--- config.mk ---
export PLATFORM = sky130hd
export DESIGN_NAME = dvfs_fill_ctrl
export DESIGN_NICKNAME = d
export VERILOG_FILES = /design/src/rtl/dvfs_pkg.sv /design/src/rtl/dvfs_tick_gen.sv /design/src/rtl/dvfs_volt_map.sv /design/src/rtl/dvfs_step_fsm.sv /design/src/rtl/dvfs_fill_ctrl.sv
export SDC_FILE = /design/constraint.sdc
export NUM_CORES = 1
export LEC_CHECK = 0
export BUFFER_PORTS_ARGS = -buffer_cell sky130_fd_sc_hd__buf_2
export CAP_MARGIN = 20
export CORE_MARGIN = 5
export CORE_UTILIZATION = 59
export CTS_CLUSTER_DIAMETER = 80
export DETAILED_ROUTE_END_ITERATION = 8
export GPL_TIMING_DRIVEN = 0
export PLACE_DENSITY_LB_ADDON = 0.08
export SLEW_MARGIN = 20
export SYNTH_ARGS = -nofsm -noshare
export SYNTH_HDL_FRONTEND = slang
export SYNTH_SLANG_ARGS = --single-unit
--- constraint.sdc ---
create_clock -name clk -period 4 [get_ports clk]
set_input_delay 0 -clock clk [delete_from_list [all_inputs] [get_ports clk]]
set_output_delay 0 -clock clk [all_outputs]
set_load 0.02 [all_outputs]
--- src/rtl/dvfs_pkg.sv ---
package dvfs_pkg;

   typedef enum logic [1:0] {
      PH_HOLD    = 2'd0,
      PH_UP_WAIT = 2'd1,
      PH_DN_WAIT = 2'd2
   } dvfs_phase_e;

   // table value of one frequency step for the selected curve
   function automatic int volt_of(input int code, input int vmin,
                                  input int vstep, input int curve);
      if (curve == 0) return vmin + code * vstep;
      return vmin + ((code + 1) / 2) * 2 * vstep;
   endfunction

endpackage

--- src/rtl/dvfs_tick_gen.sv ---
module dvfs_tick_gen #(
   parameter int SAMPLE_W = 12
) (
   input  logic                clk,
   input  logic                rst_n,
   input  logic [SAMPLE_W-1:0] period,
   output logic                tick
);
   logic [SAMPLE_W-1:0] cnt_q;
   logic [SAMPLE_W:0]   cnt_inc;

   assign cnt_inc = {1'b0, cnt_q} + (SAMPLE_W+1)'(1);
   assign tick    = (cnt_inc >= {1'b0, period});

   always_ff @(posedge clk) begin
      if (!rst_n)    cnt_q <= '0;
      else if (tick) cnt_q <= '0;
      else           cnt_q <= cnt_q + SAMPLE_W'(1);
   end


   tick_gap_chk: assert property (@(posedge clk) disable iff (!rst_n)
      (tick && period > SAMPLE_W'(1)) |=> !tick);
endmodule

--- src/rtl/dvfs_volt_map.sv ---
module dvfs_volt_map #(
   parameter int FC_W       = 3,
   parameter int VOLT_W     = 6,
   parameter int V_MIN      = 20,
   parameter int V_STEP     = 3,
   parameter int VOLT_CURVE = 0
) (
   input  logic [FC_W-1:0]   code,
   output logic [VOLT_W-1:0] volt
);
   logic [FC_W:0] code_w;
   assign code_w = {1'b0, code};

   if (VOLT_CURVE == 0) begin : g_linear
      assign volt = VOLT_W'(V_MIN + int'(code_w) * V_STEP);
   end else begin : g_paired
      logic [FC_W:0] pair_idx;
      assign pair_idx = (code_w + (FC_W+1)'(1)) >> 1;
      assign volt = VOLT_W'(V_MIN + int'(pair_idx) * 2 * V_STEP);
   end
endmodule

--- src/rtl/dvfs_step_fsm.sv ---
module dvfs_step_fsm
   import dvfs_pkg::*;
#(
   parameter int LVL_W    = 6,
   parameter int FC_W     = 3,
   parameter int FC_TOP   = 7,
   parameter int VOLT_W   = 6,
   parameter int V_RESET  = 41,
   parameter int SETTLE_W = 8
) (
   input  logic                clk,
   input  logic                rst_n,
   input  logic                tick,
   input  logic [LVL_W-1:0]    fill,
   input  logic [LVL_W-1:0]    ref_lvl,
   input  logic [SETTLE_W-1:0] settle,
   input  logic [VOLT_W-1:0]   volt_now,
   input  logic [VOLT_W-1:0]   volt_next_up,
   output logic [FC_W-1:0]     freq_q,
   output logic [VOLT_W-1:0]   volt_q,
   output logic                change_q
);
   localparam logic [FC_W-1:0] TOP = FC_W'(FC_TOP);

   dvfs_phase_e         phase_q, phase_d;
   logic [SETTLE_W-1:0] wait_q, wait_d;
   logic [FC_W-1:0]     freq_d;
   logic [VOLT_W-1:0]   volt_d;
   logic                fill_high, fill_low;

   assign fill_high = {1'b0, fill} > ({1'b0, ref_lvl} + (LVL_W+1)'(1));
   assign fill_low  = ({1'b0, fill} + (LVL_W+1)'(1)) < {1'b0, ref_lvl};

   always_comb begin
      phase_d = phase_q;
      wait_d  = wait_q;
      freq_d  = freq_q;
      volt_d  = volt_q;
      unique case (phase_q)
         PH_HOLD: begin
            if (tick && fill_low && freq_q != TOP) begin
               volt_d  = volt_next_up;
               wait_d  = settle;
               phase_d = PH_UP_WAIT;
            end else if (tick && fill_high && freq_q != '0) begin
               freq_d  = freq_q - FC_W'(1);
               wait_d  = settle;
               phase_d = PH_DN_WAIT;
            end
         end
         PH_UP_WAIT: begin
            if (wait_q == '0) begin
               freq_d  = freq_q + FC_W'(1);
               phase_d = PH_HOLD;
            end else begin
               wait_d = wait_q - SETTLE_W'(1);
            end
         end
         PH_DN_WAIT: begin
            if (wait_q == '0) begin
               volt_d  = volt_now;
               phase_d = PH_HOLD;
            end else begin
               wait_d = wait_q - SETTLE_W'(1);
            end
         end
         default: phase_d = PH_HOLD;
      endcase
   end

   always_ff @(posedge clk) begin
      if (!rst_n) begin
         phase_q  <= PH_HOLD;
         wait_q   <= '0;
         freq_q   <= TOP;
         volt_q   <= VOLT_W'(V_RESET);
         change_q <= 1'b0;
      end else begin
         phase_q  <= phase_d;
         wait_q   <= wait_d;
         freq_q   <= freq_d;
         volt_q   <= volt_d;
         change_q <= (freq_d != freq_q) || (volt_d != volt_q);
      end
   end


   volt_safe_chk: assert property (@(posedge clk) disable iff (!rst_n)
      volt_q >= volt_now);

   single_step_chk: assert property (@(posedge clk) disable iff (!rst_n)
      (freq_q == $past(freq_q)) || (freq_q == $past(freq_q) + FC_W'(1)) ||
      (freq_q + FC_W'(1) == $past(freq_q)));

   one_move_chk: assert property (@(posedge clk) disable iff (!rst_n)
      !((freq_q != $past(freq_q)) && (volt_q != $past(volt_q))));

   freq_range_chk: assert property (@(posedge clk) disable iff (!rst_n)
      freq_q <= TOP);

   dead_band_chk: assert property (@(posedge clk) disable iff (!rst_n)
      (tick && phase_q == PH_HOLD && !fill_high && !fill_low)
      |=> ($stable(freq_q) && $stable(volt_q)));

   strobe_chk: assert property (@(posedge clk) disable iff (!rst_n)
      change_q == ((freq_q != $past(freq_q)) || (volt_q != $past(volt_q))));
endmodule

--- src/rtl/dvfs_fill_ctrl.sv ---
module dvfs_fill_ctrl
   import dvfs_pkg::*;
#(
   parameter int FIFO_DEPTH  = 32,
   parameter int FREQ_LEVELS = 8,
   parameter int VOLT_W      = 6,
   parameter int V_MIN       = 20,
   parameter int V_STEP      = 3,
   parameter int VOLT_CURVE  = 0,
   parameter int SAMPLE_W    = 12,
   parameter int SETTLE_W    = 8,
   localparam int LVL_W      = $clog2(FIFO_DEPTH + 1),
   localparam int FC_W       = $clog2(FREQ_LEVELS)
) (
   input  logic                clk,
   input  logic                rst_n,
   input  logic [LVL_W-1:0]    fill_level,
   input  logic [LVL_W-1:0]    ref_level,
   input  logic [SAMPLE_W-1:0] sample_period,
   input  logic [SETTLE_W-1:0] settle_cycles,
   output logic [FC_W-1:0]     freq_code,
   output logic [VOLT_W-1:0]   volt_code,
   output logic                code_change
);
   localparam int FC_TOP  = FREQ_LEVELS - 1;
   localparam int V_RESET = volt_of(FC_TOP, V_MIN, V_STEP, VOLT_CURVE);
   localparam int V_BOUND = V_MIN + FREQ_LEVELS * V_STEP;

   if (FIFO_DEPTH < 2) begin : g_bad_depth
      $error("FIFO_DEPTH must be at least 2");
   end
   if (FREQ_LEVELS < 2) begin : g_bad_levels
      $error("FREQ_LEVELS must be at least 2");
   end
   if (V_BOUND >= (1 << VOLT_W)) begin : g_bad_volt
      $error("voltage table exceeds VOLT_W");
   end
   if (VOLT_CURVE != 0 && VOLT_CURVE != 1) begin : g_bad_curve
      $error("VOLT_CURVE must be 0 or 1");
   end

   logic              tick;
   logic [FC_W-1:0]   freq_up;
   logic [VOLT_W-1:0] volt_now, volt_up;

   assign freq_up = freq_code + FC_W'(1);

   dvfs_tick_gen #(.SAMPLE_W(SAMPLE_W)) u_tick (
      .clk(clk), .rst_n(rst_n), .period(sample_period), .tick(tick));

   dvfs_volt_map #(.FC_W(FC_W), .VOLT_W(VOLT_W), .V_MIN(V_MIN),
                   .V_STEP(V_STEP), .VOLT_CURVE(VOLT_CURVE)) u_map_now (
      .code(freq_code), .volt(volt_now));

   dvfs_volt_map #(.FC_W(FC_W), .VOLT_W(VOLT_W), .V_MIN(V_MIN),
                   .V_STEP(V_STEP), .VOLT_CURVE(VOLT_CURVE)) u_map_up (
      .code(freq_up), .volt(volt_up));

   dvfs_step_fsm #(.LVL_W(LVL_W), .FC_W(FC_W), .FC_TOP(FC_TOP),
                   .VOLT_W(VOLT_W), .V_RESET(V_RESET),
                   .SETTLE_W(SETTLE_W)) u_fsm (
      .clk(clk), .rst_n(rst_n), .tick(tick),
      .fill(fill_level), .ref_lvl(ref_level), .settle(settle_cycles),
      .volt_now(volt_now), .volt_next_up(volt_up),
      .freq_q(freq_code), .volt_q(volt_code), .change_q(code_change));


   reset_top_chk: assert property (@(posedge clk)
      !rst_n |=> (freq_code == FC_W'(FC_TOP) && !code_change));
endmodule

==> impl_metrics.json, run 1 <==
{
  "yosysWarnings": 0,
  "die-area_um2": 6960,
  "die_w_um": 83.4,
  "cp_slowest_cell": "clkbuf_1",
  "first_global_vias": 3068,
  "rsz0062_at_grt": "false",
  "cts.repair.resized": 0,
  "synthDistinctLibCells": 58,
  "crit_chain": "and3_1 -> and3_1 -> nand3_1 -> nor3_1 -> xnor2_1 -> ha_1 -> nand3_1 -> a21oi_1 -> a221oi_1 -> a311oi_1 -> clkbuf_1 -> nor2_1 -> o21ai_0 -> o2111ai_1",
  "max-vdd-ir-drop_mv": 0.188,
  "diodes": 0,
  "critPathCaptureType": "flip-flop",
  "power-per-cell-area_nw_per_um2": 210,
  "routedWlPerCell_um": 15.2,
  "hold_viol": 0,
  "synth-edff-count": 0,
  "root_buffer": "clkbuf_8",
  "worst-setup-path-type": "flip-flop to flip-flop",
  "post_cts_buffers": 0,
  "ant_nets": 0,
  "synth.avg_cell_area_um2": 7.81,
  "grt-busiest-layer": "met2",
  "tritoncts": "built",
  "numCtsBuffers": 5,
  "grt_util_met2": 0.388,
  "netlist_instances": 407,
  "cts_hold_buf": 0,
  "port_buffers": 42,
  "crit_family": "simple AND/OR/NAND/NOR gates",
  "cpPeakStageDelay_ps": 490,
  "syn_to_final_growth_pct": 12.9,
  "worstSkewPairLatency_ps": 290,
  "grt_pass1_wl_um": 13900,
  "finalCritPeriodShare": 0.861,
  "totalWireLength_um": 8010,
  "slew_viol_final": 0,
  "path_buf_inv": 1,
  "status": "finished clean",
  "fmax_mhz": 290,
  "route.detailed.drc": 0,
  "grt_util_met1": 0.305,
  "grt_start_max_net_pins": 12,
  "drt_iter0_drc": 283,
  "hp-class": "input pin to flip-flop",
  "drive_above_1_share": 0.133,
  "synth.yosys.seq_area_share": 0.201,
  "core_area_um2": 5170,
  "maxCapViolCount": 0,
  "cts_max_level": 2,
  "period_needed_ps": 3440,
  "grt_usage": 0.233,
  "synth-async-reset-ratio": 0,
  "worstPathArrival_ps": 3590,
  "cts_sinks": 32,
  "cp_max_fo": 10,
  "start_util": 0.615,
  "rows": 26,
  "fillCellCount": 455,
  "setup_viol": 0,
  "pin_count": 44,
  "vias": 3214,
  "met3_usage": 0.0455,
  "fin_setup_tns_ps": 0,
  "die_y_um": 83.4,
  "postSynthRegisterBits": 32,
  "relSlewSlack": 0.421,
  "dr.pass1.iters": 5,
  "fin_worst_skew_ps": 4.45,
  "p_leak_nw": 1.59,
  "cp_data_required_time_ps": 4140,
  "syn-cell-area_um2": 3180,
  "worst_pin_slew_ps": 858,
  "final_common_cell": "buf_2",
  "layout_common_cells": "buf_2 (45), ha_1 (41), inv_1 (40)",
  "grt.overflow.total": 0,
  "syn_nets": 484,
  "final_nets": 533,
  "clk_pin_slew_worst_paths_ps": 80,
  "dpl.hpwl_um": 6110,
  "clock_path_buffers": 2,
  "seq_area_um2": 641,
  "whs_ps": 55.7,
  "antenna_found_initial": 0,
  "worstSetupStartpointType": "flip-flop",
  "multi_input_area_um2": 2310,
  "synthFlopType": "dfxtp_1",
  "routabilityCongestion": 0.949,
  "drt-vias-per-instance": 6.10
}
path summary, 6_finish.rpt:
| check | end | cells past startpoint | slack, ps | startpoint |
|---|---|---|---|---|
| setup reg to reg | u_fsm.volt_q[3]$_SDFF_PN1_ | 14 | 560 | u_tick.cnt_q[2]$_SDFF_PP0_ |
| setup / recovery | u_fsm.volt_q[3]$_SDFF_PN1_ | 14 | 560 | u_tick.cnt_q[2]$_SDFF_PP0_ |
| hold / removal | u_fsm.wait_q[1]$_SDFFE_PN0P_ | 5 | 60 | settle_cycles[1] |
| hold reg to reg | u_fsm.wait_q[1]$_SDFFE_PN0P_ | 2 | 510 | u_fsm.wait_q[1]$_SDFFE_PN0P_ |
routing by layer:
layer | part of all wire | vias up | wire, um
li1 | - | 1577 | -
met1 | 0.44 | 1473 | 3490
met2 | 0.47 | 142 | 3730
met3 | 0.078 | 22 | 626
met4 | 0.020 | 0 | 164
met5 | 0 | - | 0
final cells by class:
cell class	count	area share
clock buffers	5	0.0192
inverters	40	0.0418
multi-input cells	316	0.645
flip-flops and latches	32	0.178
repair buffers	42	0.0586
well taps	70	0.0244
plain buffers	19	0.0209
clock inverters	3	0.0119
flip-flops by register name (all words and copies together), names as in the netlist:
register,cells
u_fsm.freq_q,3
u_fsm.change_q,1
u_fsm.wait_q,8
u_tick.cnt_q,12
u_fsm.phase_q,2
u_fsm.volt_q,6
metrics by stage:
stage	setup WS, ps	area [um^2]	cells	util	total power, mW
CTS	521	3590	527	0.694	0.759
finish	555	3590	527	0.694	0.754
detailed placement	560	3480	519	0.672	0.440
global route	160	3590	527	0.694	0.792
floorplan	1060	3180	407	-	0.401
global placement	663	3480	519	0.672	0.435
logic make-up (layout without fill, tap and decap cells):
group | after synthesis | in the layout | synth area share
xor+xnor | 25 | 25 | 0.0688
buf+inv | 59 | 109 | 0.0708
simple gates | 128 | 128 | 0.209
compound gates | 107 | 107 | 0.234
fa+ha+maj | 43 | 43 | 0.174
flops | 32 | 32 | 0.201
mux | 13 | 13 | 0.0417
tightest hold or removal path: stages:
cell	delay (ps)
buf_2	90
inv_1	40
mux2i_1	50
nand2_1	60
mux2i_1	60
report_power, final:
group | switching [mW] | internal [mW] | total, mW
registers | 0.00388 | 0.321 | 0.325
logic | 0.0591 | 0.0495 | 0.109
clock network | 0.136 | 0.184 | 0.320
cell usage after synthesis (3+ instances only):
| cell type | number | area share |
|---|---|---|
| a211oi_1 | 6 | 0.014 |
| a21boi_0 | 3 | 0.0071 |
| a21o_1 | 4 | 0.0094 |
| a21oi_1 | 19 | 0.030 |
| a221oi_1 | 5 | 0.014 |
| a22o_1 | 3 | 0.0083 |
| a311oi_1 | 4 | 0.011 |
| a31oi_1 | 3 | 0.0059 |
| and3_1 | 12 | 0.024 |
| buf_2 | 3 | 0.0047 |
| clkbuf_1 | 15 | 0.018 |
| dfxtp_1 | 32 | 0.20 |
| ha_1 | 41 | 0.16 |
| inv_1 | 40 | 0.047 |
| mux2i_1 | 11 | 0.035 |
| nand2_1 | 36 | 0.042 |
| nand2b_1 | 3 | 0.0059 |
| nand3_1 | 20 | 0.031 |
| nand4_1 | 5 | 0.0098 |
| nor2_1 | 23 | 0.027 |
| nor2b_1 | 9 | 0.018 |
| nor3_1 | 4 | 0.0063 |
| nor3b_1 | 3 | 0.0071 |
| nor4_1 | 3 | 0.0059 |
| o211ai_1 | 7 | 0.017 |
| o21a_1 | 4 | 0.0094 |
| o21ai_0 | 19 | 0.030 |
| o22ai_1 | 7 | 0.014 |
| o31a_1 | 3 | 0.0083 |
| xnor2_1 | 21 | 0.058 |
| xor2_1 | 4 | 0.011 |
Note: power is estimated with default switching activity, not from simulation.
==> run 2: changes to the inputs <==
--- a/config.mk
+++ b/config.mk
@@ -13,6 +13,7 @@
 export DETAILED_ROUTE_END_ITERATION = 8
 export GPL_TIMING_DRIVEN = 0
 export PLACE_DENSITY_LB_ADDON = 0.08
+export REMOVE_ABC_BUFFERS = 1
 export SLEW_MARGIN = 20
 export SYNTH_ARGS = -nofsm -noshare
 export SYNTH_HDL_FRONTEND = slang
==> run 2 against run 1 <==
  * Flip-flop and latch count stayed put
  * Global-route usage is 2.2 points lower
  * Combinational power hardly changed
  * Worst setup slack worse by 200 ps
  * Wire length is 7.9% lower
  * Sequential power hardly changed
  * Via count is 6.9% lower
  * Final area is 1.6% lower
  * Worst hold slack better by 23 ps
  * Clock-buffer cell count stayed put
  * Clock power is 2% lower
  * Critical endpoint is now u_fsm.wait_q[1]$_SDFFE_PN0P_
  * Highest routed layer unchanged
==> impl_metrics.json, run 2 (synthesized netlist as in run 1, its figures left out) <==
{
  "status": "finished clean",
  "diodes": 0,
  "reg2reg_slack_ps": 360,
  "drive_above_1_share": 0.139,
  "clock_path_buffers": 2,
  "clk_pin_slew_worst_paths_ps": 70,
  "hold_viol": 0,
  "maxCapViolCount": 0,
  "crit_path_frequent_cell": "and3_1",
  "routedWlPerCell_um": 14.5,
  "final_util": 0.683,
  "worstSetupStartpointType": "flip-flop",
  "die_w_um": 83.4,
  "numCtsBuffers": 5,
  "root_buffer": "clkbuf_8",
  "path_depth": 13,
  "hp-class": "input pin to flip-flop",
  "worst-r2r-cell-count": 13,
  "antenna_found_initial": 0,
  "period_needed_ps": 3640,
  "grt_pass1_wl_um": 12700,
  "fin_setup_tns_ps": 0,
  "dpl.hpwl_um": 5510,
  "rsz0062_at_grt": "false",
  "cpPeakStageDelay_ps": 490,
  "relSlewSlack": 0.346,
  "path_buf_inv": 0,
  "worstPathArrival_ps": 3860,
  "routabilityCongestion": 0.854,
  "whs_ps": 78.9,
  "first_global_vias": 2804,
  "crit_start": "u_tick.cnt_q[2]$_SDFF_PP0_",
  "totalWireLength_um": 7380,
  "drt_iter0_drc": 130,
  "fmax_mhz": 275,
  "cts_max_level": 2,
  "cts.repair.resized": 0,
  "grt.overflow.total": 0,
  "pin_count": 44,
  "grt_usage": 0.211,
  "crit_chain": "and3_1 -> and3_1 -> nand3_1 -> nor3_1 -> xnor2_1 -> ha_1 -> nand3_1 -> a21oi_1 -> a221oi_1 -> and3_1 -> a21oi_1 -> o21ai_1 -> mux2i_1",
  "cts_sinks": 32,
  "dr.pass1.iters": 4,
  "rows": 26,
  "tritoncts": "built",
  "cts_hold_buf": 0,
  "power-per-cell-area_nw_per_um2": 211,
  "ant_nets": 0,
  "finalCritPeriodShare": 0.911,
  "worstReg2RegEnd": "u_fsm.wait_q[1]$_SDFFE_PN0P_",
  "start_util": 0.615,
  "crit_family": "simple AND/OR/NAND/NOR gates",
  "reg_top3": "u_tick.cnt_q (12), u_fsm.wait_q (8), u_fsm.volt_q (6)",
  "cp_data_required_time_ps": 4210,
  "fin_worst_skew_ps": 6.10,
  "worstSkewPairLatency_ps": 290,
  "max-vdd-ir-drop_mv": 0.112,
  "core_area_um2": 5170,
  "grt_start_max_net_pins": 39,
  "whs_path_depth": 5,
  "slew_viol_final": 0,
  "worst-setup-path-type": "flip-flop to flip-flop",
  "final_common_cell": "buf_2",
  "largest_reg_flops": 12,
  "post_cts_buffers": 0,
  "cp_slowest_cell": "o21ai_1",
  "syn_to_final_growth_pct": 11.1,
  "port_buffers": 43,
  "die-area_um2": 6960,
  "final_nets": 516,
  "worst_pin_slew_ps": 974,
  "p_leak_nw": 1.57,
  "cp_max_fo": 14,
  "drt-vias-per-instance": 5.87,
  "critPathCaptureType": "flip-flop",
  "vias": 2993,
  "route.detailed.drc": 0,
  "die_y_um": 83.4,
  "critPathCapture": "u_fsm.wait_q[1]$_SDFFE_PN0P_",
  "layout_common_cells": "buf_2 (43), ha_1 (41), inv_1 (40)",
  "regMostFlops": "u_tick.cnt_q",
  "setup_viol": 0,
  "timing.rr.start": "u_tick.cnt_q[2]$_SDFF_PP0_"
}
==> run 2: cell types whose count changed in the layout (fill, tap and decap cells not counted), sizes merged <==
| cell | previous run | this run |
|---|---|---|
| clkbuf | 20 | 5 |
| buf | 46 | 44 |
==> run 2: tightest hold or removal path, stage by stage <==
cell,delay (ps)
buf_2,100
inv_1,40
mux2i_1,50
nand2_1,60
mux2i_1,60
==> run 2: per-layer routing <==
| metal | track usage | share of wire | wire, um |
|---|---|---|---|
| met5 | 0 | 0 | 0 |
| met3 | 0.0386 | 0.064 | 470 |
| met2 | 0.356 | 0.47 | 3490 |
| met1 | 0.279 | 0.46 | 3370 |
| met4 | 0.0468 | 0.0064 | 47 |
==> run 2: metrics by stage <==
| stage | setup slack (ps) | total power [mW] | area [um^2] | std cells |
|---|---|---|---|---|
| after CTS | 354 | 0.752 | 3530 | 510 |
| final | 358 | 0.745 | 3530 | 510 |
| after global placement | 65.2 | 0.434 | 3410 | 501 |
| after floorplan | 786 | 0.396 | 3110 | 388 |
| after detailed placement | 364 | 0.438 | 3420 | 502 |
| after global routing | 58.7 | 0.783 | 3530 | 510 |
==> run 2: worst min path at each step <==
stage                          start                           end  slack [ps]
finish              settle_cycles[1]  u_fsm.wait_q[1]$_SDFFE_PN0P_          80
global route        settle_cycles[1]  u_fsm.wait_q[1]$_SDFFE_PN0P_         100
CTS                 settle_cycles[1]  u_fsm.wait_q[1]$_SDFFE_PN0P_          70
detailed placement  settle_cycles[1]  u_fsm.wait_q[1]$_SDFFE_PN0P_         380
global placement    settle_cycles[1]  u_fsm.wait_q[1]$_SDFFE_PN0P_         350
floorplan                      rst_n    u_fsm.freq_q[0]$_SDFF_PN1_          90
==> run 2: area by class of cell <==
type | count | area (um^2)
Fill cell | 438 | 1640
Tap cell | 70 | 87.6
Multi-Input combinational cell | 316 | 2320
Clock buffer | 5 | 68.8
Inverter | 40 | 150
Timing Repair Buffer | 44 | 223
Clock inverter | 3 | 42.5
Sequential cell | 32 | 641
==> run 2: where the power goes <==
part | switching, mW | total, mW | internal, mW
Combinational | 0.0577 | 0.107 | 0.0492
Sequential | 0.00332 | 0.324 | 0.321
Clock | 0.129 | 0.313 | 0.184
Total | 0.190 | 0.745 | 0.555
==> run 3: changes to the inputs <==
--- a/config.mk
+++ b/config.mk
@@ -17,4 +17,5 @@
 export SLEW_MARGIN = 20
 export SYNTH_ARGS = -nofsm -noshare
 export SYNTH_HDL_FRONTEND = slang
+export SYNTH_HIERARCHICAL = 1
 export SYNTH_SLANG_ARGS = --single-unit
==> run 3 against run 2 <==
  * Final area increased by 5.1%
  * Non-clock buffer count increased by 2
  * Register-to-register slack got worse by 60 ps
  * Cell count increased by 4.7%
  * Clock power decreased by 3%
  * Clock-buffer cell count increased by 1
==> impl_metrics.json, run 3 <==
{
  "status": "finished clean",
  "regMostFlops": "u_tick/cnt_q",
  "timing.rr.start": "u_tick/cnt_q[2]$_SDFF_PP0_",
  "synth.yosys.seq_area_share": 0.190,
  "finalCritPeriodShare": 0.926,
  "dpl.hpwl_um": 5630,
  "core_area_um2": 5540,
  "largest_reg_flops": 12,
  "synthTopCellsByArea": "dfxtp_1 (19%), ha_1 (17%), inv_1 (6.2%), nand2_1 (4.9%), a21oi_1 (3.7%)",
  "netlist_instances": 425,
  "setup_ws_ps": 295,
  "grt_usage": 0.215,
  "worstPathArrival_ps": 3920,
  "vias": 3153,
  "start_util": 0.607,
  "holdPathEnd": "u_fsm/wait_q[0]$_SDFFE_PN0P_",
  "power-per-cell-area_nw_per_um2": 197,
  "worst-setup-path-type": "flip-flop to flip-flop",
  "max-vdd-ir-drop_mv": 0.179,
  "drt-vias-per-instance": 5.90,
  "yosys.area_share.simple": 0.231,
  "diodes": 0,
  "die_w_um": 85.5,
  "cp_max_fo": 12,
  "p_total_mw": 0.732,
  "tritoncts": "built",
  "reg2reg_slack_ps": 300,
  "antenna_found_initial": 0,
  "synthFlopType": "dfxtp_1",
  "syn_to_final_growth_pct": 10.4,
  "synth_commonest_cells": "inv_1 (56), ha_1 (46), nand2_1 (44), dfxtp_1 (32), a21oi_1 (25)",
  "p_leak_nw": 1.77,
  "synth_top_family_by_area": "compound AO/OA/AOI/OAI gates",
  "fin_worst_skew_ps": 7.44,
  "route.detailed.drc": 0,
  "final_nets": 543,
  "setup_viol": 0,
  "routedWlPerCell_um": 14.7,
  "port_buffers": 43,
  "synth-edff-count": 0,
  "pin_count": 44,
  "ant_nets": 0,
  "drt_iter0_drc": 145,
  "synth_top_cell_area_share": 0.190,
  "numCtsBuffers": 5,
  "postSynthRegisterBits": 32,
  "grt_pass1_wl_um": 13200,
  "synthAdderAreaFrac": 0.183,
  "dr.pass1.iters": 4,
  "clock_path_buffers": 2,
  "rows": 27,
  "stdcell_count": 534,
  "grt.overflow.total": 0,
  "cp_data_required_time_ps": 4210,
  "reg_top3": "u_tick/cnt_q (12), u_fsm/wait_q (8), u_fsm/volt_q (6)",
  "first_global_vias": 2999,
  "muxShareOfSynthArea": 0.00632,
  "worst_pin_slew_ps": 992,
  "worst-r2r-cell-count": 14,
  "hp-class": "input pin to flip-flop",
  "yosysWarnings": 6,
  "cts_max_level": 2,
  "maxCapViolCount": 0,
  "min_from": "settle_cycles[0]",
  "root_buffer": "clkbuf_8",
  "critPathCaptureType": "flip-flop",
  "worstSkewPairLatency_ps": 280,
  "synth_compound_area_frac": 0.232,
  "final_common_cell": "inv_1",
  "drive_above_1_share": 0.175,
  "die_y_um": 85.5,
  "synth.avg_cell_area_um2": 7.92,
  "grt_start_max_net_pins": 27,
  "synthDistinctLibCells": 73,
  "rsz0062_at_grt": "false",
  "syn-cell-area_um2": 3360,
  "die-area_um2": 7310,
  "fmax_mhz": 270,
  "cts_sinks": 32,
  "clk_pin_slew_worst_paths_ps": 70,
  "placed_cells": 522,
  "layout_common_cells": "inv_1 (56), ha_1 (45), nand2_1 (44)",
  "pre_cts_slack_ps": -373,
  "synth-async-reset-ratio": 0,
  "whs_ps": 35.9,
  "relSlewSlack": 0.339,
  "routabilityCongestion": 0.856,
  "yosysTopAreaCell": "dfxtp_1",
  "worstReg2RegEnd": "u_fsm/wait_q[4]$_SDFFE_PN0P_",
  "fillCellCount": 509,
  "worstSetupStartpointType": "flip-flop",
  "synth_most_common_cell": "inv_1",
  "synth_xor_xnor_area_share": 0.0569,
  "whs_path_depth": 3,
  "period_needed_ps": 3700,
  "hold_viol": 0,
  "totalWireLength_um": 7830,
  "slew_viol_final": 0
}
[run 3: changes by cell type after synthesis, sizes merged, moves of 5 or more]
cell    before  now
xnor2       21   14
o211ai       7    0
a21oi       19   25
mux2i       11    1
nor4b        1   11
clkbuf      15   10
ha          41   46
a221o        0    6
and3        12    6
nand2       37   44
inv         40   56
nor2        23   16
[run 3: critical path, stage by stage (launching register included)]
cell	delay [ps]
dfxtp_1	430
nand3_2	150
nor4_4	340
xor2_2	120
ha_1	310
nand3_1	140
a211oi_1	250
o21a_2	200
or3_1	140
nor3b_1	180
nand2_1	120
or2_4	340
a311o_2	470
or2_2	310
a21boi_1	120
[run 3: how the worst max path moves through the flow]
stage | cells past startpoint | startpoint | end | slack [ps]
floorplan | 14 | u_tick/cnt_q[0]$_SDFF_PP0_ | u_fsm/wait_q[3]$_SDFFE_PN0P_ | 180
global placement | 14 | u_tick/cnt_q[0]$_SDFF_PP0_ | u_fsm/wait_q[3]$_SDFFE_PN0P_ | -530
detailed placement | 15 | u_tick/cnt_q[0]$_SDFF_PP0_ | u_fsm/wait_q[3]$_SDFFE_PN0P_ | -370
CTS | 15 | u_tick/cnt_q[0]$_SDFF_PP0_ | u_fsm/change_q$_SDFF_PN0_ | 60
global route | 15 | u_tick/cnt_q[1]$_SDFF_PP0_ | u_fsm/wait_q[6]$_SDFFE_PN0P_ | 2
finish | 14 | u_tick/cnt_q[2]$_SDFF_PP0_ | u_fsm/wait_q[4]$_SDFFE_PN0P_ | 300
[run 3: per-layer routing]
| metal | GRT usage | part of all wire | routed length (um) |
|---|---|---|---|
| met4 | 0.0604 | 0.011 | 90 |
| met1 | 0.281 | 0.46 | 3590 |
| met5 | 0 | 0 | 0 |
| met2 | 0.364 | 0.49 | 3800 |
| met3 | 0.0365 | 0.044 | 346 |
[run 3: per-stage QoR]
step	TNS (ps)	cell area [um^2]	utilization
CTS	0	3680	0.664
finish	0	3710	0.671
global route	0	3710	0.671
floorplan	0	3240	-
global placement	-5430	3540	0.640
detailed placement	-2910	3550	0.640
[run 3: cells by family (layout without fill, tap and decap cells)]
group           after synthesis  in the layout
compound gates              111            112
xor+xnor                     21             21
fa+ha+maj                    48             48
buf+inv                      74            110
flops                        32             32
mux                           2              2
simple gates                137            137
[run 3: layout make-up]
class / instances / area (um^2) / share of cell area
multi-input combinational: 320 / 2430 / 0.653
tap: 72 / 90.1 / 0.0243
inverter: 56 / 210 / 0.0566
timing repair buffer: 46 / 238 / 0.0640
clock buffer: 6 / 72.6 / 0.0195
clock inverter: 2 / 35.0 / 0.00943
sequential: 32 / 642 / 0.173
[run 3: report_power, final]
group / internal [mW] / switching (mW) / leakage (nW)
Sequential: 0.321 / 0.00503 / 0.259
Combinational: 0.0472 / 0.0543 / 1.45
Clock: 0.185 / 0.119 / 0.0552
Total: 0.553 / 0.179 / 1.77
[run 3: repair_timing]
| item | 4_1_cts | 5_1_grt |
|---|---|---|
| pin swaps | 0 | 1 |
| hold buffers | 0 | 0 |
| resized for setup | 3 | 4 |
| setup buffers | 2 | 1 |
| cloned | 0 | 1 |
| endpoints found under the setup margin | 12 | 12 |
